$ cat config.mk
export PLATFORM = sky130hd
export DESIGN_NAME = cfg_uart_rx
export DESIGN_NICKNAME = d
export VERILOG_FILES = /design/src/rtl/uart_rx_pkg.sv /design/src/rtl/rx_line_cond.sv /design/src/rtl/rx_bit_timer.sv /design/src/rtl/rx_frame_fsm.sv /design/src/rtl/rx_status_regs.sv /design/src/rtl/cfg_uart_rx.sv
export SDC_FILE = /design/constraint.sdc
export NUM_CORES = 1
export LEC_CHECK = 0
export ABC_AREA = 1
export ABC_CLOCK_PERIOD_IN_PS = 1700
export BUFFER_PORTS_ARGS = -buffer_cell sky130_fd_sc_hd__buf_2
export CORE_AREA = 4 4 76 92
export DETAILED_ROUTE_END_ITERATION = 8
export DIE_AREA = 0 0 80 96
export GPL_ROUTABILITY_DRIVEN = 1
export HOLD_SLACK_MARGIN = 0.08
export PLACE_DENSITY = 0.55
export SLEW_MARGIN = 20
export SYNTH_ARGS = -nofsm -noshare
export SYNTH_HDL_FRONTEND = slang
export SYNTH_SLANG_ARGS = --single-unit
$ cat constraint.sdc
create_clock -name clk -period 1.7 [get_ports clk]
set_input_delay 0.34 -clock clk [delete_from_list [all_inputs] [get_ports clk]]
set_output_delay 0.34 -clock clk [all_outputs]
set_load 0.005 [all_outputs]
$ cat src/rtl/uart_rx_pkg.sv
package uart_rx_pkg;

    typedef enum logic [1:0] {
        PAR_NONE = 2'd0,
        PAR_ZERO = 2'd1,
        PAR_EVEN = 2'd2,
        PAR_ODD  = 2'd3
    } par_mode_e;

    typedef enum logic [2:0] {
        ST_IDLE   = 3'd0,
        ST_START  = 3'd1,
        ST_DATA   = 3'd2,
        ST_PARITY = 3'd3,
        ST_STOP1  = 3'd4,
        ST_STOP2  = 3'd5,
        ST_BREAK  = 3'd6
    } rx_state_e;

endpackage

$ cat src/rtl/rx_line_cond.sv
module rx_line_cond #(
    parameter int SYNC_STAGES = 2
) (
    input  logic clk,
    input  logic rst_n,
    input  logic pin_i,
    input  logic invert_i,
    output logic line_o
);
    logic [SYNC_STAGES-1:0] sync_d, sync_q;

    generate
        if (SYNC_STAGES == 1) begin : g_one
            always_comb sync_d = pin_i;
        end else begin : g_chain
            always_comb sync_d = {sync_q[SYNC_STAGES-2:0], pin_i};
        end
    endgenerate

    always_ff @(posedge clk or negedge rst_n) begin
        if (!rst_n) sync_q <= '1;
        else        sync_q <= sync_d;
    end

    assign line_o = sync_q[SYNC_STAGES-1] ^ invert_i;
endmodule

$ cat src/rtl/rx_bit_timer.sv
module rx_bit_timer #(
    parameter int DIV_W = 7,
    localparam int CNT_W = DIV_W + 1
) (
    input  logic             clk,
    input  logic             rst_n,
    input  logic [DIV_W-1:0] div_i,
    input  logic             ld_half_i,
    input  logic             ld_full_i,
    output logic             tick_o
);
    logic [CNT_W-1:0] cnt_d, cnt_q;

    always_comb begin
        cnt_d = cnt_q;
        if (ld_half_i)            cnt_d = {1'b0, div_i};
        else if (ld_full_i)       cnt_d = {div_i, 1'b1};
        else if (cnt_q != '0)     cnt_d = cnt_q - 1'b1;
    end

    always_ff @(posedge clk or negedge rst_n) begin
        if (!rst_n) cnt_q <= '0;
        else        cnt_q <= cnt_d;
    end

    assign tick_o = (cnt_q == '0);
endmodule

$ cat src/rtl/rx_frame_fsm.sv
module rx_frame_fsm
    import uart_rx_pkg::*;
#(
    parameter int DATA_W = 8,
    localparam int IDX_W = $clog2(DATA_W)
) (
    input  logic              clk,
    input  logic              rst_n,
    input  logic              line_i,
    input  logic              tick_i,
    input  logic [1:0]        par_mode_i,
    input  logic              two_stop_i,
    input  logic              msb_first_i,
    output logic              ld_half_o,
    output logic              ld_full_o,
    output logic              frame_done_o,
    output logic [DATA_W-1:0] frame_data_o,
    output logic              frame_fe_o,
    output logic              frame_pe_o
);
    typedef struct packed {
        rx_state_e         st;
        logic [IDX_W-1:0]  idx;
        logic [DATA_W-1:0] sh;
        logic              par;
        logic              fe;
        logic              pe;
    } fsm_s;

    fsm_s      fsm_d, fsm_q;
    par_mode_e mode;

    assign mode = par_mode_e'(par_mode_i);

    always_comb begin
        fsm_d        = fsm_q;
        ld_half_o    = 1'b0;
        ld_full_o    = 1'b0;
        frame_done_o = 1'b0;
        unique case (fsm_q.st)
            ST_IDLE: begin
                if (!line_i) begin
                    ld_half_o = 1'b1;
                    fsm_d.st  = ST_START;
                end
            end
            ST_START: begin
                if (tick_i) begin
                    if (line_i) begin
                        fsm_d.st = ST_IDLE;
                    end else begin
                        ld_full_o = 1'b1;
                        fsm_d.st  = ST_DATA;
                        fsm_d.idx = '0;
                        fsm_d.par = 1'b0;
                        fsm_d.fe  = 1'b0;
                        fsm_d.pe  = 1'b0;
                    end
                end
            end
            ST_DATA: begin
                if (tick_i) begin
                    ld_full_o = 1'b1;
                    fsm_d.par = fsm_q.par ^ line_i;
                    if (msb_first_i) fsm_d.sh = {fsm_q.sh[DATA_W-2:0], line_i};
                    else             fsm_d.sh = {line_i, fsm_q.sh[DATA_W-1:1]};
                    if (fsm_q.idx == IDX_W'(DATA_W - 1))
                        fsm_d.st = (mode == PAR_NONE) ? ST_STOP1 : ST_PARITY;
                    else
                        fsm_d.idx = fsm_q.idx + 1'b1;
                end
            end
            ST_PARITY: begin
                if (tick_i) begin
                    ld_full_o = 1'b1;
                    unique case (mode)
                        PAR_ZERO: fsm_d.pe = line_i;
                        PAR_EVEN: fsm_d.pe = fsm_q.par ^ line_i;
                        PAR_ODD:  fsm_d.pe = ~(fsm_q.par ^ line_i);
                        default:  fsm_d.pe = 1'b0;
                    endcase
                    fsm_d.st = ST_STOP1;
                end
            end
            ST_STOP1: begin
                if (tick_i) begin
                    fsm_d.fe = ~line_i;
                    if (two_stop_i) begin
                        ld_full_o = 1'b1;
                        fsm_d.st  = ST_STOP2;
                    end else begin
                        frame_done_o = 1'b1;
                        fsm_d.st     = line_i ? ST_IDLE : ST_BREAK;
                    end
                end
            end
            ST_STOP2: begin
                if (tick_i) begin
                    fsm_d.fe     = fsm_q.fe | ~line_i;
                    frame_done_o = 1'b1;
                    fsm_d.st     = line_i ? ST_IDLE : ST_BREAK;
                end
            end
            ST_BREAK: begin
                if (line_i) fsm_d.st = ST_IDLE;
            end
            default: fsm_d.st = ST_IDLE;
        endcase
    end

    always_ff @(posedge clk or negedge rst_n) begin
        if (!rst_n) begin
            fsm_q.st  <= ST_IDLE;
            fsm_q.idx <= '0;
            fsm_q.sh  <= '0;
            fsm_q.par <= 1'b0;
            fsm_q.fe  <= 1'b0;
            fsm_q.pe  <= 1'b0;
        end else begin
            fsm_q <= fsm_d;
        end
    end

    assign frame_data_o = fsm_d.sh;
    assign frame_fe_o   = fsm_d.fe;
    assign frame_pe_o   = fsm_d.pe;
endmodule

$ cat src/rtl/rx_status_regs.sv
module rx_status_regs #(
    parameter int DATA_W = 8
) (
    input  logic              clk,
    input  logic              rst_n,
    input  logic              frame_done_i,
    input  logic [DATA_W-1:0] frame_data_i,
    input  logic              frame_fe_i,
    input  logic              frame_pe_i,
    input  logic              rd_i,
    input  logic              clr_i,
    output logic [DATA_W-1:0] data_o,
    output logic              done_o,
    output logic              err_irq_o,
    output logic              fe_o,
    output logic              pe_o,
    output logic              ovf_o
);
    typedef struct packed {
        logic [DATA_W-1:0] data;
        logic              unread;
        logic              done;
        logic              irq;
        logic              fe;
        logic              pe;
        logic              ovf;
    } stat_s;

    stat_s stat_d, stat_q;
    logic  ovf_now;

    always_comb begin
        stat_d      = stat_q;
        stat_d.done = 1'b0;
        stat_d.irq  = 1'b0;
        ovf_now     = stat_q.unread & ~rd_i;
        if (clr_i) begin
            stat_d.fe  = 1'b0;
            stat_d.pe  = 1'b0;
            stat_d.ovf = 1'b0;
        end
        if (rd_i) stat_d.unread = 1'b0;
        if (frame_done_i) begin
            stat_d.data   = frame_data_i;
            stat_d.unread = 1'b1;
            stat_d.done   = 1'b1;
            stat_d.fe     = stat_d.fe  | frame_fe_i;
            stat_d.pe     = stat_d.pe  | frame_pe_i;
            stat_d.ovf    = stat_d.ovf | ovf_now;
            stat_d.irq    = frame_fe_i | frame_pe_i | ovf_now;
        end
    end

    always_ff @(posedge clk or negedge rst_n) begin
        if (!rst_n) stat_q <= '0;
        else        stat_q <= stat_d;
    end

    assign data_o    = stat_q.data;
    assign done_o    = stat_q.done;
    assign err_irq_o = stat_q.irq;
    assign fe_o      = stat_q.fe;
    assign pe_o      = stat_q.pe;
    assign ovf_o     = stat_q.ovf;
endmodule

$ cat src/rtl/cfg_uart_rx.sv
module cfg_uart_rx #(
    parameter int DIV_W       = 7,
    parameter int SYNC_STAGES = 2
) (
    input  logic             clk,
    input  logic             rst_n,
    input  logic             rxd_i,
    input  logic [DIV_W-1:0] div_i,
    input  logic [1:0]       par_mode_i,
    input  logic             two_stop_i,
    input  logic             msb_first_i,
    input  logic             invert_i,
    input  logic             rd_i,
    input  logic             clr_i,
    output logic [7:0]       data_o,
    output logic             done_o,
    output logic             err_irq_o,
    output logic             fe_o,
    output logic             pe_o,
    output logic             ovf_o
);
    localparam int DATA_W = 8;

    logic              line, tick, ld_half, ld_full;
    logic              f_done, f_fe, f_pe;
    logic [DATA_W-1:0] f_data;

    rx_line_cond #(.SYNC_STAGES(SYNC_STAGES)) u_line (
        .clk(clk), .rst_n(rst_n), .pin_i(rxd_i), .invert_i(invert_i), .line_o(line)
    );

    rx_bit_timer #(.DIV_W(DIV_W)) u_timer (
        .clk(clk), .rst_n(rst_n), .div_i(div_i),
        .ld_half_i(ld_half), .ld_full_i(ld_full), .tick_o(tick)
    );

    rx_frame_fsm #(.DATA_W(DATA_W)) u_fsm (
        .clk(clk), .rst_n(rst_n), .line_i(line), .tick_i(tick),
        .par_mode_i(par_mode_i), .two_stop_i(two_stop_i), .msb_first_i(msb_first_i),
        .ld_half_o(ld_half), .ld_full_o(ld_full), .frame_done_o(f_done),
        .frame_data_o(f_data), .frame_fe_o(f_fe), .frame_pe_o(f_pe)
    );

    rx_status_regs #(.DATA_W(DATA_W)) u_stat (
        .clk(clk), .rst_n(rst_n), .frame_done_i(f_done), .frame_data_i(f_data),
        .frame_fe_i(f_fe), .frame_pe_i(f_pe), .rd_i(rd_i), .clr_i(clr_i),
        .data_o(data_o), .done_o(done_o), .err_irq_o(err_irq_o),
        .fe_o(fe_o), .pe_o(pe_o), .ovf_o(ovf_o)
    );
endmodule

* Yosys cells after proc, flatten, opt, wreduce, memory -nomap -nowiden
Index checks and enable logic that the tools add are counted.
** Storage, ports and cells
- Output and inout bits :: 13
- Bits in registers :: 41
- Memory bits (writable) :: 0
- Bits of input ports :: 17
- Bits in read-only memories :: 0
- Logic and storage cells :: 103
- Bits in latches :: 0
- Memories :: 0
** Cells by class
- Shifts and indexed selects :: 0
- $mul :: 0
- Multiplexer cells :: 43
- Eq/ne operators :: 20
- Bitwise logic cells :: 12
- Reduce and logical (&&, ||, !) cells :: 11
- Div/mod/pow operators :: 0
- Add/subtract/negate cells :: 2
- Order comparisons :: 0
** Operators by type and width (number)
- 2-to-1 mux 3 bit :: 14
- 2-to-1 mux 8 bit :: 5
- case mux 3 bit (7 select lines) :: 1
- != test 2 bit, second input constant :: 8
- 2-to-1 mux 15 bit :: 1
- == test 3 bit, second input constant :: 4
- 2-to-1 mux 1 bit :: 12
- 2-to-1 mux 6 bit :: 2
- case mux 1 bit (3 select lines) :: 3
- logical NOT 8 bit :: 1
- AND reduction 8 bit :: 1
- nonzero test 8 bit :: 1
- subtractor 8 x 1 -> 8 bit, second input constant :: 1
- == test 3 x 2 -> 1 bit, second input constant :: 2
- bitwise OR 1 bit :: 6
- case mux 1 bit (2 select lines) :: 3
- case mux 3 bit (2 select lines) :: 1
- AND reduction 5 bit :: 1
- == test 2 bit, second input constant :: 2
- != test 2 x 1 -> 1 bit, second input constant :: 2
- AND reduction 4 bit :: 1
- nonzero test 2 bit :: 2
- adder 3 x 1 -> 3 bit, second input constant :: 1
- == test 3 x 1 -> 1 bit, second input constant :: 1
- 9 further kinds :: 12

* Longest topological paths before layout
Gate-level depths: netlist of run 1.
- Depth in word-level cells :: 9
- Depth in mapped cells :: 11
- Mapped depth without buffers :: 11

* Hierarchy
Synthesis of run 1 repeated with hierarchy kept, for this count alone.
** Second synthesis, totals
- Cell total of the unflattened synthesis :: 319
- Area total of the unflattened synthesis :: 2501.1 um2
** Modules (own cells, without submodules)
- rx_frame_fsm :: seq. area each 425.4 um2, times used 1, cells each 158, area an instance 1181.1 um2
- rx_bit_timer :: seq. area each 200.2 um2, times used 1, cells each 91, area an instance 674.4 um2
- rx_status_regs :: seq. area each 350.3 um2, times used 1, cells each 63, area an instance 574.3 um2
- rx_line_cond :: seq. area each 52.6 um2, times used 1, cells each 7, area an instance 71.3 um2

* Worst setup path before layout of run 1
Ideal clock, no wire load.
- Path kind :: flip-flop to flip-flop
- Start :: reg u_timer.cnt_q[0]
- End :: reg u_timer.cnt_q[6]
- Data required time :: 1587 ps
- Setup time :: 113 ps
- Stages on the path, launching flop included :: 11
- Period minus slack after synthesis :: 1630 ps
- Path buffers :: 1
- Arrival :: 1517 ps
- Setup slack :: 70 ps
- Cell sequence :: dfrtp_1 > inv_1 > ha_1 > nand2_1 > nor3_4 > buf_6 > nand2_4 > o21ai_1 > nand2_1 > nand2_1 > inv_1
** Between the ends
- Longest elaborated chain between the ends :: 5
- Elaborated cells on any way between the ends :: 11
- Classes of those cells :: 1 x add/sub; 7 x mux; 3 x reduce/logical
** Ends and longest elaborated chain
- start: declaration :: RTL line rx_bit_timer.sv:12 : logic [CNT_W-1:0] cnt_d, cnt_q;
- start signal: assignment :: RTL line rx_bit_timer.sv:23 : else cnt_q <= cnt_d;
- branches (longest 5 deep; another with subtractor 8 x 1 -> 8 bit)
Parallel ways; which one is timed is not known. The select of a mux whose other input is x is not followed.
A chain may end at the register's enable or synchronous reset.

* Worst setup path after layout of run 1
- Start :: reg u_timer.cnt_q[1]
- End :: reg u_fsm.fsm_q[0] (netlist name)
** Between the ends
- Longest elaborated chain between the ends :: 3
- Elaborated cells on any way between the ends :: 4
- Classes of those cells :: 3 x mux; 1 x reduce/logical
** Ends and longest elaborated chain
- logical NOT 8 bit (*) :: RTL line rx_bit_timer.sv:26 : assign tick_o = (cnt_q == '0);
- 2-to-1 mux 1 bit / 2-to-1 mux 3 bit (equally long branches) :: RTL line rx_frame_fsm.sv:74, rx_frame_fsm.sv:48
- case mux 1 bit (2 select lines) (*) :: RTL line rx_frame_fsm.sv:40 : unique case (fsm_q.st)
- named net f_pe :: RTL line cfg_uart_rx.sv:25 : logic f_done, f_fe, f_pe;
- end signal: assignment :: RTL line rx_frame_fsm.sv:120 : fsm_q <= fsm_d;
- end: declaration :: RTL line rx_frame_fsm.sv:30 : fsm_s fsm_d, fsm_q;
Mark *: on every way through the listed nets, which the timed path passes. The rest lies on a longest branch. The select of a mux whose other input is x is not followed.

==> impl_metrics.ini, run 1 <==
[final_layout]
fin_cells = 443
nNetsFinal = 380
fillers = 628
final_util = 0.4839
area_growth_pct = 24.27
final_cell_mix = nand2_1 (79), inv_1 (43), dfrtp_1 (39)
drive_above_1_share = 0.3130
n_antenna_cell = 0
final_common_cell = nand2_1

[clock_network]
postCtsHoldBufs = 0
cts.reportedPaths.clkPinSlew_ps = 80
cts_root_buf = clkbuf_8
cts_buffers = 5
clock_latency_ps = 300
clock-sinks = 41
cts_max_path_buffers = 2
cts_tree = yes
h-tree-depth = 2

[grt]
grt_pass1_vias = 2028
overflow = 0
antenna_found_initial = 0
grt_usage = 0.1468
grt_pass1_wl_mm = 8.887
grt_max_degree = 42

[worst_setup_path]
path_cells = inv_1 -> ha_2 -> nand2_2 -> nor3_4 -> buf_6 -> buf_6 -> nand3_1 -> nand2_1 -> nand2_2 -> buf_4
crit_fanout = 5
end_kind = flip-flop
crit_type = reg -> reg
max_stage_delay_ps = 390
cp-start-kind = flip-flop
cp.required_ps = 1890
arrival_ps = 1820
crit_slowest_cell = dfrtp_1

[timing]
tns_ps = 0
tightestPinTransition_ps = 533.2
rsz0062_at_grt = yes
setup-violations-final = 0
fin_worst_skew_ps = 8.712
timing_hold_violations_final = 0
layout_min_cycle_time_ps = 1628
slew_viol_final = 0
relSlewSlack = 0.6445
max_freq_mhz = 614.4
fin_crit_sh = 0.9575

[yosys]
synth_edf_count = 0
synthDistinctLibCells = 30
synthesis.nets = 329
synthCells = 309
ys_seq_elements = 41
synth_flop_cell = dfrtp_1
syn_area_um2 = 2356
yosys_warnings = 0
synth.avg_cell_area_um2 = 7.625
ys_seq_area_frac = 0.4365
synth-async-reset-ratio = 1.000

[drt]
detail_route.iter0.violations = 67
ant_nets = 0
dr.pass1.iters = 4
viasPerCell = 4.596
wl_mm = 5.064
drcViolationCount = 0
wire_per_inst_um = 11.43
vias = 2036

[placed_design]
globalplace.congestion = 0.8502
io_buffers = 29
dp.cells = 431
hpwlAfterDp_mm = 3.915

[floorplanning]
core_area_um2 = 6051
die_y_um = 96
rows = 31
start_util = 0.3894
pin_count = 30
die-area_um2 = 7680
die_x_um = 80

[power_and_ir_drop]
p_leak_uw = 0.001630
peakVddDrop_uv = 534.9
powerDensity_nw_per_um2 = 1368

[worst_hold_path]
hold_path_class = in -> async

[job]
timing.max_cap.violations = 0

[status]
status = finished clean
==> flip-flops by register name, summed over array words and instances (netlist names) <==
| name | cells |
|---|---|
| u_stat.pe_o | 1 |
| u_fsm.fsm_q | 17 |
| u_stat.fe_o | 1 |
| u_timer.cnt_q | 8 |
| u_stat.data_o | 8 |
| u_line.sync_q | 2 |
| u_stat.ovf_o | 1 |
| u_stat.stat_q | 1 |
| u_stat.done_o | 1 |
| u_stat.err_irq_o | 1 |
==> per-stage QoR <==
step	worst slack [ps]	instance area (µm²)	hold WS [ps]	power, µW
2_1_floorplan	69.83	2356	44.41	2498
3_3_place_gp	-35.61	2713	345.4	3077
3_5_place_dp	-90.42	2713	352.5	3106
4_1_cts	-18.09	2843	117.2	3949
5_1_grt	-56.46	2928	129.1	4377
6_report	72.27	2928	103.7	4004
==> power breakdown <==
group	leakage, µW	internal, µW	switching [µW]
logic	0.00103	781	1080
clock network	0.0000585	441	364
registers	0.000546	1180	157
total	0.00163	2410	1600
==> worst paths after layout <==
check                                  from               end  slack, ps  cells past startpoint
min                                   rst_n  u_timer.cnt_q[0]        100                      2
max                        u_timer.cnt_q[1]    u_fsm.fsm_q[0]         70                     10
min reg2reg                u_line.sync_q[0]  u_line.sync_q[1]        360                      0
max in group asynchronous             rst_n     u_stat.done_o       1230                      2
min in group clk                      rxd_i  u_line.sync_q[0]        150                      1
max reg2reg                u_timer.cnt_q[1]    u_fsm.fsm_q[0]         70                     10
==> critical path, delay by kind of cell (launching register included) <==
family,cells,cell delay (ps)
simple gates,5,510
flops,1,390
fa+ha+maj,1,180
buf+inv,4,440
==> layer usage <==
metal  wire length (µm)  global-route usage  vias up
li1                   -                   -     1068
met1               2150              0.1686      935
met2               2686              0.2693       25
met3                137             0.02809        8
met4                 89             0.05211        0
met5                  0                   0        -
==> logic make-up (layout without fill, tap and decap cells) <==
family,after synthesis,count (layout),share of synthesized area
and+or+nand+nor,151,151,0.2969
buffers and inverters,61,113,0.1174
AOI/OAI and AO/OA,50,50,0.1222
DFF,41,41,0.4365
adders and majority gates,3,3,0.01593
xor gates and xnor gates,3,3,0.01115
==> repair_timing <==
action	4_1_cts	5_1_grt
setup buffers	2	2
setup endpoints to repair	22	25
gates resized for setup	1	26
pin swaps	1	6
endpoints found under the hold margin	0	0
==> final cells by class <==
| type | instances | area, µm² | area share |
|---|---|---|---|
| repair buffers | 57 | 391.6 | 0.1338 |
| multi-input cells | 207 | 1112 | 0.3799 |
| clock buffers | 5 | 68.82 | 0.02350 |
| well taps | 82 | 102.6 | 0.03504 |
| clock inverters | 3 | 43.79 | 0.01496 |
| flip-flops and latches | 41 | 1028 | 0.3513 |
| inverters | 48 | 180.2 | 0.06154 |
==> cells in the mapped netlist (4+ instances only) <==
cell | instances | area [µm²]
buf_4 | 8 | 60.06
nor2_1 | 17 | 63.81
o21ai_0 | 22 | 110.1
o21ai_2 | 9 | 78.83
nand3_1 | 26 | 130.1
dfrtp_1 | 39 | 975.9
o21ai_1 | 5 | 25.02
nand2_1 | 84 | 315.3
inv_1 | 44 | 165.2
a21oi_1 | 12 | 60.06
nand2_2 | 6 | 37.54
inv_2 | 4 | 15.01
(Power assumes the default switching activity.)
==> inputs of run 2 (changes only) <==
--- a/config.mk
+++ b/config.mk
@@ -6,14 +6,14 @@
 export NUM_CORES = 1
 export LEC_CHECK = 0
 export ABC_AREA = 1
-export ABC_CLOCK_PERIOD_IN_PS = 1700
+export ABC_CLOCK_PERIOD_IN_PS = 1900
 export BUFFER_PORTS_ARGS = -buffer_cell sky130_fd_sc_hd__buf_2
 export CORE_AREA = 4 4 76 92
 export DETAILED_ROUTE_END_ITERATION = 8
 export DIE_AREA = 0 0 80 96
 export GPL_ROUTABILITY_DRIVEN = 1
 export HOLD_SLACK_MARGIN = 0.08
-export PLACE_DENSITY = 0.55
+export PLACE_DENSITY = 0.53
 export SLEW_MARGIN = 20
 export SYNTH_ARGS = -nofsm -noshare
 export SYNTH_HDL_FRONTEND = slang
==> constraint.sdc (replaced) <==
create_clock -name clk -period 1.9 [get_ports clk]
set_input_delay 0.38 -clock clk [delete_from_list [all_inputs] [get_ports clk]]
set_output_delay 0.38 -clock clk [all_outputs]
set_load 0.005 [all_outputs]
==> run 2 against run 1 <==
Against the previous run:
- worst setup slack gained 52 ps
- highest routed layer unchanged
- wire length shrank 3.5%
- cell area fell by 7.7%
- maximum frequency shrank 8.4%
==> impl_metrics.ini, run 2 (synthesized netlist as in run 1, its figures left out) <==
[status]
status = finished clean

[final_layout]
seqCellArea_um2 = 1028
multi_input_area_um2 = 1072
final_util = 0.4467
drive_above_1_share = 0.2294
largest_register_ffs = 17
n_antenna_cell = 0
area_growth_pct = 14.71
nNetsFinal = 360
fillers = 626
final_cell_mix = nand2_1 (83), inv_1 (44), dfrtp_1 (39)
regMostFlops = u_fsm.fsm_q
final_common_cell = nand2_1

[timing]
fin_worst_skew_ps = 3.296
setup-violations-final = 0
fin_crit_sh = 0.9348
layout_min_cycle_time_ps = 1776
tightestPinTransition_ps = 521.0
max_freq_mhz = 563.0
slew_viol_final = 0
fin_hold_ws_ps = 139.8
relSlewSlack = 0.6527
timing_hold_violations_final = 0

[clock_network]
cts_tree = yes
h-tree-depth = 2
clock-sinks = 41
cts_buffers = 5
clock_latency_ps = 290
cts.reportedPaths.clkPinSlew_ps = 80
cts_root_buf = clkbuf_8
cts_max_path_buffers = 2

[placed_design]
io_buffers = 29
hpwlAfterDp_mm = 3.656
globalplace.congestion = 0.8264

[grt]
grt_usage = 0.1391
grt_max_degree = 42
grt_pass1_wl_mm = 8.459
met2_usage = 0.2535
antenna_found_initial = 0
grt_pass1_vias = 1902
busiest_layer = met2
use_met1 = 0.1610
overflow = 0
grt_util_met3 = 0.03277

[job]
timing.max_cap.violations = 0

[worst_setup_path]
r2r-start = u_timer.cnt_q[0]
regToRegSetupSlack_ps = 120
r2r_cells = 10
worstReg2RegEnd = u_timer.cnt_q[7]
cp.required_ps = 2080
crit_fanout = 7
cp-start-kind = flip-flop
end_kind = flip-flop
crit_type = reg -> reg
arrival_ps = 1960

[worst_hold_path]
hold_path_class = in -> async

[power_and_ir_drop]
powerDensity_nw_per_um2 = 1157
peakVddDrop_uv = 451.3
p_leak_uw = 0.001518

[floorplanning]
start_util = 0.3894
pin_count = 30
rows = 31
die-area_um2 = 7680
core_area_um2 = 6051
die_y_um = 96
die_x_um = 80

[drt]
wire_per_inst_um = 11.58
viasPerCell = 4.585
wl_mm = 4.886
ant_nets = 0
dr.pass1.iters = 4
detail_route.iter0.violations = 90
drcViolationCount = 0
vias = 1935
[run 2: through the flow]
stage	cells	setup TNS, ps	cell area (µm²)	setup slack (ps)	power (µW)
2_1_floorplan	309	0	2356	269.8	2235
3_3_place_gp	413	0	2565	154.7	2570
3_5_place_dp	413	0	2565	69.84	2567
4_1_cts	420	0	2646	43.32	3145
5_1_grt	422	-4.152	2703	-4.152	3435
6_report	422	0	2703	123.8	3126
[run 2: layer usage]
layer	wire, µm	up-vias	part of all wire
met1	2128	871	0.44
met4	93	0	0.019
li1	-	1029	-
met2	2513	26	0.51
met3	150	9	0.031
met5	0	-	0
[run 2: how the worst max path moves through the flow]
stage                          start               end  cells after the start
floorplan           u_timer.cnt_q[0]  u_timer.cnt_q[6]                     10
global placement    u_timer.cnt_q[0]   u_fsm.fsm_q[15]                     11
detailed placement  u_timer.cnt_q[0]   u_fsm.fsm_q[14]                     11
CTS                 u_timer.cnt_q[0]   u_fsm.fsm_q[14]                     11
global route        u_timer.cnt_q[0]  u_timer.cnt_q[4]                     10
finish              u_timer.cnt_q[0]  u_timer.cnt_q[7]                     10
[run 2: layout make-up]
class / instances / share of cell area
multi-input cells: 207 / 0.3968
flip-flops and latches: 41 / 0.3806
repair buffers: 37 / 0.08704
inverters: 48 / 0.06759
well taps: 82 / 0.03796
clock buffers: 6 / 0.02685
clock inverters: 1 / 0.003241
[run 2: report_power, final]
group	total [µW]	internal (µW)	switching (µW)
Clock	551	254	296
Combinational	1370	497	872
Sequential	1210	1060	146
[run 2: what timing repair did]
item,CTS,global route
hold buffers,0,0
endpoints found under the hold margin,0,0
resized for setup,0,8
setup buffers,0,1
endpoints found under the setup margin,0,14
[run 2: worst max-delay path, cell delays in order (launching register included)]
cell      delay [ps]
dfrtp_1          400
inv_1             80
ha_1             200
nand2_2          100
nor3_4           240
buf_12           170
nand2_1           90
nor2_4           120
inv_2             80
o211ai_1         110
nor2_1            70
==> inputs of run 3 (changes only) <==
--- a/config.mk
+++ b/config.mk
@@ -8,12 +8,15 @@
 export ABC_AREA = 1
 export ABC_CLOCK_PERIOD_IN_PS = 1900
 export BUFFER_PORTS_ARGS = -buffer_cell sky130_fd_sc_hd__buf_2
-export CORE_AREA = 4 4 76 92
+export CELL_PAD_IN_SITES_DETAIL_PLACEMENT = 2
+export CELL_PAD_IN_SITES_GLOBAL_PLACEMENT = 2
+export CORE_AREA = 4 4 79 96
+export CTS_CLUSTER_SIZE = 40
 export DETAILED_ROUTE_END_ITERATION = 8
-export DIE_AREA = 0 0 80 96
+export DIE_AREA = 0 0 83 100
 export GPL_ROUTABILITY_DRIVEN = 1
 export HOLD_SLACK_MARGIN = 0.08
-export PLACE_DENSITY = 0.53
+export PLACE_DENSITY = 0.79
 export SLEW_MARGIN = 20
 export SYNTH_ARGS = -nofsm -noshare
 export SYNTH_HDL_FRONTEND = slang
==> run 3 against run 2 <==
Against the previous run:
- wire length up 40%
- clock power up 15%
- via count up 9.2%
- first-iteration DRC count is 36% lower
- worst setup slack worse by 50 ps
- flip-flop and latch count stayed put
- core utilization shrank 3.8 points
- critical path type unchanged
- maximum frequency fell by 2.7%
- die area increased by 8.1%
- clock skew grew 6.4 ps
- register-to-register slack worse by 50 ps
==> impl_metrics.ini, run 3 (synthesized netlist as in run 1, its figures left out) <==
[status]
status = finished clean

[placed_design]
globalplace.congestion = 0.7745
hpwlAfterDp_mm = 5.039
dpl_cell_area_um2 = 2566
io_buffers = 29
dp.cells = 419

[timing]
setup-violations-final = 0
layout_min_cycle_time_ps = 1826
max_freq_mhz = 547.6
fin_crit_sh = 0.9612
timing_hold_violations_final = 0
fin_hold_ws_ps = 135.0
fin_worst_skew_ps = 9.663
tightestPinTransition_ps = 533.6
relSlewSlack = 0.6443
slew_viol_final = 0

[grt]
grt_max_degree = 42
grt_pass1_wl_mm = 11.32
overflow = 0
grt_pass1_vias = 2378
antenna_found_initial = 0
grt_usage = 0.1694

[final_layout]
area_growth_pct = 16.09
final_cell_area_um2 = 2735
nNetsFinal = 362
final_cell_mix = nand2_1 (81), inv_1 (42), dfrtp_1 (39)
drive_above_1_share = 0.2595
final_common_cell = nand2_1
n_antenna_cell = 0
regMostFlops = u_fsm.fsm_q
fin_cells = 430
largest_register_ffs = 17

[clock_network]
cts_tree = yes
h-tree-depth = 2
clock-sinks = 41
cts.reportedPaths.clkPinSlew_ps = 90
cts_max_path_buffers = 2
cts_buffers = 5
clock_latency_ps = 300
cts_root_buf = clkbuf_8

[drt]
drcViolationCount = 0
detail_route.iter0.violations = 58
wire_per_inst_um = 15.93
dr.pass1.iters = 4
ant_nets = 0
vias = 2113
wl_mm = 6.848
viasPerCell = 4.914

[floorplanning]
die_x_um = 83
rows = 33
die_y_um = 100
die-area_um2 = 8300
pin_count = 30
start_util = 0.3522
core_area_um2 = 6689

[worst_setup_path]
end_kind = flip-flop
regToRegSetupSlack_ps = 70
cp-start-kind = flip-flop
arrival_ps = 2060
crit_fanout = 5
crit_type = reg -> reg
r2r_cells = 11
cp.required_ps = 2130

[power_and_ir_drop]
seqPwrFrac = 0.358
clkPwrFrac = 0.187
peakVddDrop_uv = 405.8
power.internal_uw = 1878
pwr-share-comb = 0.456
switchingPower_uw = 1511
p_leak_uw = 0.001533
power.switching_fraction = 0.4459
powerDensity_nw_per_um2 = 1239

[job]
timing.max_cap.violations = 0

[worst_hold_path]
hold_path_class = in -> async
run 3: cell types whose count changed in the layout (fill, tap and decap cells not counted), sizes merged:
cell	delta
clkinv	+1
buf	+3
clkbuf	-1
run 3: worst paths after layout:
| check | from | to |
|---|---|---|
| setup / recovery | u_fsm.fsm_q[15] | u_timer.cnt_q[5] |
| hold / removal | rst_n | u_fsm.fsm_q[12] |
| setup reg to reg | u_fsm.fsm_q[15] | u_timer.cnt_q[5] |
| hold reg to reg | u_line.sync_q[0] | u_line.sync_q[1] |
| max in group asynchronous | rst_n | u_line.sync_q[1] |
| min in group clk | rxd_i | u_line.sync_q[0] |
run 3: what timing repair did:
action | 4_1_cts | 5_1_grt
hold buffers | 0 | 0
setup endpoints to repair | 10 | 26
cloned | 0 | 0
resized for setup | 3 | 14
pin swaps | 1 | 3
buffers inserted | 0 | 3
run 3: cell type report:
class / instances / area (µm²)
Clock buffer: 6 / 82.58
Sequential cell: 41 / 1028
Clock inverter: 2 / 13.76
Inverter: 48 / 182.7
Timing Repair Buffer: 39 / 224.0
Multi-Input combinational cell: 207 / 1095
Fill cell: 819 / 3954
Tap cell: 87 / 108.9
run 3: power by group through the flow:
stage | logic (µW) | registers (µW) | clock network [µW]
CTS | 1500 | 1210 | 659
detailed placement | 1470 | 1230 | 0
floorplan | 1040 | 1190 | 0
global placement | 1390 | 1210 | 0
global route | 1780 | 1240 | 691
finish | 1540 | 1210 | 633
run 3: through the flow:
| stage | worst slack, ps | power (µW) | util | setup TNS [ps] |
|---|---|---|---|---|
| floorplan | 269.8 | 2235 | - | 0 |
| global placement | 73.04 | 2605 | 0.3837 | 0 |
| detailed placement | -78.31 | 2695 | 0.3837 | -197.3 |
| CTS | 49.01 | 3374 | 0.4007 | 0 |
| global route | -47.07 | 3706 | 0.4089 | -114.8 |
| finish | 73.77 | 3389 | 0.4089 | 0 |
run 3: layer usage:
metal | track usage | routed length [µm] | vias to the layer above
met5 | 0 | 0 | -
met3 | 0.02709 | 142 | 11
met4 | 0.05660 | 124 | 0
met2 | 0.3444 | 3892 | 22
li1 | - | - | 1029
met1 | 0.1731 | 2688 | 1051
run 3: worst max-delay path: stages (launching register included):
cell and delay, ps:
dfrtp_1 400, inv_1 100, nand2_1 130, nor2_1 240, nand2_1 160, nand3_2 200, inv_1 60, nand2_1 140
nand2_1 80, nor2_1 120, nand2_1 60, nand2_1 60
